==> config.mk <==
export PLATFORM = sky130hd
export DESIGN_NAME = dual_ide_card
export DESIGN_NICKNAME = d
export VERILOG_FILES = /design/src/rtl/ics_pkg.sv /design/src/rtl/ics_addr_decode.sv /design/src/rtl/ics_chan_irq.sv /design/src/rtl/ics_dma_route.sv /design/src/rtl/dual_ide_card.sv
export SDC_FILE = /design/constraint.sdc
export NUM_CORES = 1
export LEC_CHECK = 0
export CAP_MARGIN = 0
export CORE_UTILIZATION = 39
export CTS_BUF_LIST = sky130_fd_sc_hd__clkbuf_4 sky130_fd_sc_hd__clkbuf_8
export DETAILED_ROUTE_END_ITERATION = 8
export PLACE_DENSITY = 0.95
export SLEW_MARGIN = 20
export SYNTH_ARGS = -nofsm -noshare
export SYNTH_HDL_FRONTEND = slang
export SYNTH_SLANG_ARGS = --single-unit
==> constraint.sdc <==
create_clock -name clk -period 6.3 [get_ports clk]
set_input_delay 1.26 -clock clk [delete_from_list [all_inputs] [get_ports clk]]
set_output_delay 1.26 -clock clk [all_outputs]
set_load 0.05 [all_outputs]
==> src/rtl/ics_pkg.sv <==
package ics_pkg;

    localparam int NCH         = 2;
    localparam int BYTE_W      = 8;
    localparam int TF_REGS     = 8;
    localparam int ID_BITS     = 4;
    localparam logic [2:0] CTL_REG_IDX = 3'd6;

    typedef enum logic [2:0] {
        RG_NONE,
        RG_TF,
        RG_CTL,
        RG_MASK,
        RG_STAT,
        RG_SEL,
        RG_ID
    } region_e;

    typedef struct packed {
        region_e    region;
        logic       ch;
        logic [2:0] idx;
    } dec_t;

endpackage

==> src/rtl/ics_addr_decode.sv <==
module ics_addr_decode
    import ics_pkg::*;
#(
    parameter int                ADDR_W     = 14,
    parameter logic [ADDR_W-1:0] CH0_BASE   = 'h800,
    parameter logic [ADDR_W-1:0] CH1_BASE   = 'hC00,
    parameter int                STEP_SHIFT = 4,
    parameter logic [ADDR_W-1:0] MASK_OFF   = 'h80,
    parameter logic [ADDR_W-1:0] STAT_OFF   = 'hA4,
    parameter logic [ADDR_W-1:0] CTL_OFF    = 'hE0,
    parameter logic [ADDR_W-1:0] SEL_ADDR   = 'h000,
    parameter logic [ADDR_W-1:0] ID_BASE    = 'h2280,
    parameter int                ID_STRIDE  = 4
) (
    input  logic [ADDR_W-1:0] addr,
    output dec_t              dec
);

    localparam logic [ADDR_W-1:0] TF_SPAN = ADDR_W'(TF_REGS << STEP_SHIFT);
    localparam int                ID_SH   = $clog2(ID_STRIDE);
    localparam logic [ADDR_W-1:0] ID_SPAN = ADDR_W'(ID_BITS * ID_STRIDE);

    logic [ADDR_W-1:0] base [NCH];

    assign base[0] = CH0_BASE;
    assign base[1] = CH1_BASE;

    // Channel windows first, then the slot and identification locations.
    always_comb begin
        logic [ADDR_W-1:0] off;
        logic [ADDR_W-1:0] id_off;
        off    = '0;
        id_off = '0;
        dec    = '{region: RG_NONE, ch: 1'b0, idx: 3'd0};
        for (int c = 0; c < NCH; c++) begin
            off = addr - base[c];
            if (addr >= base[c]) begin
                if (off < TF_SPAN && off[STEP_SHIFT-1:0] == '0) begin
                    dec.region = RG_TF;
                    dec.ch     = 1'(c);
                    dec.idx    = off[STEP_SHIFT +: 3];
                end else if (off == CTL_OFF) begin
                    dec.region = RG_CTL;
                    dec.ch     = 1'(c);
                    dec.idx    = CTL_REG_IDX;
                end else if (off == MASK_OFF) begin
                    dec.region = RG_MASK;
                    dec.ch     = 1'(c);
                end else if (off == STAT_OFF) begin
                    dec.region = RG_STAT;
                    dec.ch     = 1'(c);
                end
            end
        end
        if (addr == SEL_ADDR) begin
            dec.region = RG_SEL;
        end
        id_off = addr - ID_BASE;
        if (addr >= ID_BASE && id_off < ID_SPAN && id_off[ID_SH-1:0] == '0) begin
            dec.region = RG_ID;
            dec.idx    = 3'(id_off >> ID_SH);
        end
    end

endmodule

==> src/rtl/ics_chan_irq.sv <==
module ics_chan_irq #(
    parameter int SYNC_STAGES = 2
) (
    input  logic clk,
    input  logic rst_n,
    input  logic intrq,
    input  logic en_set,
    input  logic en_clr,
    output logic pend,
    output logic en
);

    typedef struct packed {
        logic [SYNC_STAGES-1:0] sync;
        logic                   en;
    } irq_st_t;

    irq_st_t st_d, st_q;

    always_comb begin
        st_d      = st_q;
        st_d.sync = {st_q.sync[SYNC_STAGES-2:0], intrq};
        if (en_set) begin
            st_d.en = 1'b1;
        end else if (en_clr) begin
            st_d.en = 1'b0;
        end
    end

    always_ff @(posedge clk or negedge rst_n) begin
        if (!rst_n) begin
            st_q <= '0;
        end else begin
            st_q <= st_d;
        end
    end

    assign pend = st_q.sync[SYNC_STAGES-1];
    assign en   = st_q.en;

endmodule

==> src/rtl/ics_dma_route.sv <==
module ics_dma_route
    import ics_pkg::*;
(
    input  logic           clk,
    input  logic           rst_n,
    input  logic           sel_wr,
    input  logic           sel_bit,
    input  logic [NCH-1:0] ide_dmarq,
    input  logic           dma_ack,
    output logic           dma_req,
    output logic [NCH-1:0] ide_dmack,
    output logic           sel
);

    typedef struct packed {
        logic sel;
    } route_st_t;

    route_st_t st_d, st_q;

    always_comb begin
        st_d = st_q;
        if (sel_wr) begin
            st_d.sel = sel_bit;
        end
    end

    always_ff @(posedge clk or negedge rst_n) begin
        if (!rst_n) begin
            st_q <= '0;
        end else begin
            st_q <= st_d;
        end
    end

    assign sel     = st_q.sel;
    assign dma_req = ide_dmarq[st_q.sel];

    for (genvar c = 0; c < NCH; c++) begin : g_ack
        assign ide_dmack[c] = dma_ack && (st_q.sel == 1'(c));
    end

endmodule

==> src/rtl/dual_ide_card.sv <==
module dual_ide_card
    import ics_pkg::*;
#(
    parameter int                ADDR_W      = 14,
    parameter logic [ADDR_W-1:0] CH0_BASE    = 'h800,
    parameter logic [ADDR_W-1:0] CH1_BASE    = 'hC00,
    parameter int                STEP_SHIFT  = 4,
    parameter logic [ADDR_W-1:0] MASK_OFF    = 'h80,
    parameter logic [ADDR_W-1:0] STAT_OFF    = 'hA4,
    parameter logic [ADDR_W-1:0] CTL_OFF     = 'hE0,
    parameter logic [ADDR_W-1:0] SEL_ADDR    = 'h000,
    parameter logic [ADDR_W-1:0] ID_BASE     = 'h2280,
    parameter int                ID_STRIDE   = 4,
    parameter logic [3:0]        CARD_TYPE   = 4'hF,
    parameter int                SYNC_STAGES = 2
) (
    input  logic                  clk,
    input  logic                  rst_n,
    input  logic [ADDR_W-1:0]     host_addr,
    input  logic                  host_rd,
    input  logic                  host_wr,
    input  logic [7:0]            host_wdata,
    output logic [7:0]            host_rdata,
    output logic                  irq_out,
    output logic [1:0]            ide_cs_tf,
    output logic [1:0]            ide_cs_ctl,
    output logic [2:0]            ide_reg,
    output logic                  ide_rd,
    output logic                  ide_wr,
    output logic [7:0]            ide_wdata,
    input  logic [15:0]           ide_rdata_in,
    input  logic [1:0]            ide_intrq,
    input  logic [1:0]            ide_dmarq,
    output logic                  dma_req,
    input  logic                  dma_ack,
    output logic [1:0]            ide_dmack
);

    dec_t           dec;
    logic           access;
    logic           drive_hit;
    logic [NCH-1:0] chan_pend;
    logic [NCH-1:0] chan_en;
    logic           route_sel;

    ics_addr_decode #(
        .ADDR_W    (ADDR_W),
        .CH0_BASE  (CH0_BASE),
        .CH1_BASE  (CH1_BASE),
        .STEP_SHIFT(STEP_SHIFT),
        .MASK_OFF  (MASK_OFF),
        .STAT_OFF  (STAT_OFF),
        .CTL_OFF   (CTL_OFF),
        .SEL_ADDR  (SEL_ADDR),
        .ID_BASE   (ID_BASE),
        .ID_STRIDE (ID_STRIDE)
    ) u_dec (
        .addr(host_addr),
        .dec (dec)
    );

    assign access    = host_rd || host_wr;
    assign drive_hit = (dec.region == RG_TF) || (dec.region == RG_CTL);

    for (genvar c = 0; c < NCH; c++) begin : g_chan
        logic hit_mask;
        assign hit_mask = (dec.region == RG_MASK) && (dec.ch == 1'(c));

        ics_chan_irq #(
            .SYNC_STAGES(SYNC_STAGES)
        ) u_irq (
            .clk   (clk),
            .rst_n (rst_n),
            .intrq (ide_intrq[c]),
            .en_set(host_wr && hit_mask),
            .en_clr(host_rd && !host_wr && hit_mask),
            .pend  (chan_pend[c]),
            .en    (chan_en[c])
        );

        assign ide_cs_tf[c]  = access && (dec.region == RG_TF)  && (dec.ch == 1'(c));
        assign ide_cs_ctl[c] = access && (dec.region == RG_CTL) && (dec.ch == 1'(c));
    end

    ics_dma_route u_route (
        .clk      (clk),
        .rst_n    (rst_n),
        .sel_wr   (host_wr && (dec.region == RG_SEL)),
        .sel_bit  (host_wdata[0]),
        .ide_dmarq(ide_dmarq),
        .dma_ack  (dma_ack),
        .dma_req  (dma_req),
        .ide_dmack(ide_dmack),
        .sel      (route_sel)
    );

    assign irq_out   = |(chan_pend & chan_en);
    assign ide_reg   = drive_hit ? dec.idx : 3'd0;
    assign ide_rd    = host_rd && drive_hit;
    assign ide_wr    = host_wr && drive_hit;
    assign ide_wdata = host_wdata;

    always_comb begin
        case (dec.region)
            RG_TF, RG_CTL: host_rdata = ide_rdata_in[{dec.ch, 3'b000} +: BYTE_W];
            RG_MASK:       host_rdata = 8'h00;
            RG_STAT:       host_rdata = {7'b0, chan_pend[dec.ch]};
            RG_SEL:        host_rdata = {7'b0, route_sel};
            RG_ID:         host_rdata = {7'b0, CARD_TYPE[dec.idx[1:0]]};
            default:       host_rdata = 8'hFF;
        endcase
    end

endmodule

==> impl_metrics.tcl <==
set metrics [dict create \
    yosysWarningCount 0 \
    fin_crit_sh_pct 91.9 \
    area_growth_pct 55.2 \
    dp_hpwl_mm 2.71 \
    wirelength_mm 3.25 \
    slew_violations 0 \
    outcome "finished clean" \
    wl_met2_mm 1.70 \
    n_fill_cell 218 \
    design_area_sq_um 1690 \
    die-area_sq_um 3010 \
    critPathArrivalTime_ps 4530 \
    worst_slew_pin_slew_ps 625 \
    syn_area_sq_um 1090 \
    top_layer "met4" \
    mostFrequentLayoutCell "clkdlybuf4s50_1" \
    drc 0 \
    synth_top_area_share_pct 16.1 \
    first_pass_iters 4 \
    p_seq_share_pct 31.9 \
    async_flop_share_pct 100 \
    finalHoldViolCount 0 \
    diodes 0 \
    p_sw_uw 41.5 \
    cp_max_fo 8 \
    synthTopCellsByArea "dfrtp_1, mux2i_1, ha_1" \
    cts_buffer_depth 2 \
    fin_worst_skew_ps 0.0710 \
    post_drt_wl_per_cell_microns 14.8 \
    io_pins 76 \
    dpl_cell_area_sq_um 1660 \
    numPortBuffers 61 \
    clk_latency_ps 240 \
    vias_per_cell 5.74 \
    numCtsBuffers 3 \
    grt_pass1_vias 1181 \
    internal_power_uw 106 \
    antenna_found_initial 0 \
    p_leak_uw 0.000646 \
    cts_setup_buffers 0 \
    worst_ep_required_time_ps 5040 \
    dr_total_vias 1263 \
    peakVddDrop_v 0.0000999 \
    yosysSeqAreaShare_pct 16.1 \
    layout_common_cells "clkdlybuf4s50_1, nand2_1, nor3_1" \
    rsz0062_at_grt "false" \
    pwr-share-comb_pct 38.4 \
    critPathKind "in -> out" \
    setup_viol 0 \
    critical_path.cell_chain "clkdlybuf4s50_1, inv_1, ha_1, nand2b_1, or2_1, o221a_1, nor4_4, nand3b_1, o21ai_1, clkdlybuf4s50_1" \
    post-route-min-period_ps 5790 \
    total_power_uw 147 \
    p_clk_share_pct 29.7 \
    fin_nets 244 \
    drive_above_1_share_pct 10.0 \
    path_clk_slew_ps 50 \
    design.core.area_sq_um 2570 \
    maxSlewHeadroom_pct 58.0 \
    post-synth-top-area-cell "dfrtp_1" \
    powerDensity_nw_per_um2 87.1 \
    worst_hold_path.num_cells 0 \
    syn_avg_cell_area_sq_um 8.00 \
    drt.antenna.violating_nets 0 \
    grt_first_pass_wirelength_mm 4.89 \
    synth_edf_count 0 \
    ys_seq_elements 7 \
    drv_cap 0 \
    synthesis.nets 189 \
    worstSetupEndpointType "output port" \
    fin_util_pct 65.8 \
    synthCells 136 \
    drt_iter0_drc 44 \
    tritoncts "yes" \
    htree_levels 1 \
    rows 18 \
    start_util_pct 42.4 \
    place_congestion 0.818 \
    hold_class "reg -> reg" \
    cts_root_buf "clkbuf_4" \
    fin_setup_tns_ps 0 \
    switching_share_pct 28.2 \
    fp.dieW_microns 54.8 \
    cts_hold_buf 0 \
    max_stage_delay_ps 840 \
    die_h_microns 54.8 \
    wl_met1_mm 1.30 \
    critPathLaunchType "primary input" \
    worst_path_max_delay_cell "clkdlybuf4s50_1" \
    dr_wl_met3_microns 197 \
    overflow 0 \
    fmax_mhz 173 \
    grt_use_total_pct 22.3 \
    synth_cell_types 48 \
    post_cts_resized 0 \
    synthFlopType "dfrtp_1" \
    grt_max_degree 12 \
    crit_top_cell "clkdlybuf4s50_1" \
    r2r_cells 1 \
    cts.sinks 7 \
]
## state kept, by name, summed over array words and instances, names as in the netlist
register	flops
g_chan.u_irq.st_d	2
u_route.sel	1
g_chan.u_irq.pend	2
g_chan.u_irq.en	2
## cell type report
type                    instances  area, sq um  share of cell area, %
clock buffers                   4         30.0                   1.78
repair buffers                 62          611                   36.1
well taps                      30         37.5                   2.22
inverters                       6         22.5                   1.33
multi-input cells             111          813                   48.1
flip-flops and latches          7          175                   10.4
## power groups by stage
stage / sequential, uW / clock (uW) / combinational, uW
6_report: 46.9 / 43.7 / 56.6
3_5_place_dp: 47.6 / 0 / 56.2
3_3_place_gp: 47.5 / 0 / 54.4
2_1_floorplan: 47.5 / 0 / 34.0
4_1_cts: 46.9 / 45.1 / 56.5
5_1_grt: 46.9 / 47.2 / 61.0
## worst max-delay path: cells and delay by family
kind | cells | cell delay [ps]
compound gates | 2 | 480
fa+ha+maj | 1 | 330
buf+inv | 3 | 1570
simple gates | 4 | 890
## final timing paths
check	startpoint	end	slack [ps]
worst max-delay path	host_addr[11]	host_rdata[6]	510
worst min-delay path	g_chan[0].u_irq.st_d[2]	g_chan[0].u_irq.pend	350
worst max register to register	u_route.sel	u_route.sel	5460
worst min register to register	g_chan[0].u_irq.st_d[2]	g_chan[0].u_irq.pend	350
max in group asynchronous	rst_n	g_chan[0].u_irq.st_d[2]	4780
min in group asynchronous	rst_n	g_chan[1].u_irq.en	1270
## kinds of logic after synthesis
kind of cell / count (synthesis) / share of synthesized area (%)
xor gates and xnor gates: 5 / 4.71
buffers and inverters: 18 / 9.20
muxes: 11 / 10.5
and+or+nand+nor: 59 / 32.6
AOI/OAI and AO/OA: 30 / 20.0
DFF: 7 / 16.1
adders and majority gates: 6 / 6.90
## layer usage
metal	GRT usage [%]	vias to the layer above
met5	0	-
li1	-	604
met2	40.8	57
met3	1.94	10
met4	8.97	0
met1	26.2	592
## Yosys cell counts (2+ instances only)
cell type / n
mux2i_1: 8
buf_4: 8
nand4_1: 2
nor4_1: 3
a22o_1: 2
buf_2: 2
nand2_1: 11
nor3_1: 10
o21ai_0: 5
or3_1: 2
nand3_1: 3
o21ai_1: 8
nand4b_1: 2
and2_1: 3
o21a_1: 2
clkbuf_1: 2
or2_1: 2
ha_1: 6
nor2_1: 5
inv_1: 6
nand2b_1: 2
dfrtp_1: 7
a21o_1: 2
nor2b_1: 3
xor2_1: 3
mux2_2: 3
and3_1: 3
## stage by stage
step	hold WS, ps	instances	setup WS (ps)
3_3_place_gp	332	216	644
3_5_place_dp	336	216	537
6_report	348	220	508
4_1_cts	347	220	539
2_1_floorplan	331	136	1400
5_1_grt	358	220	356
Power figures use the tool's default switching activity.
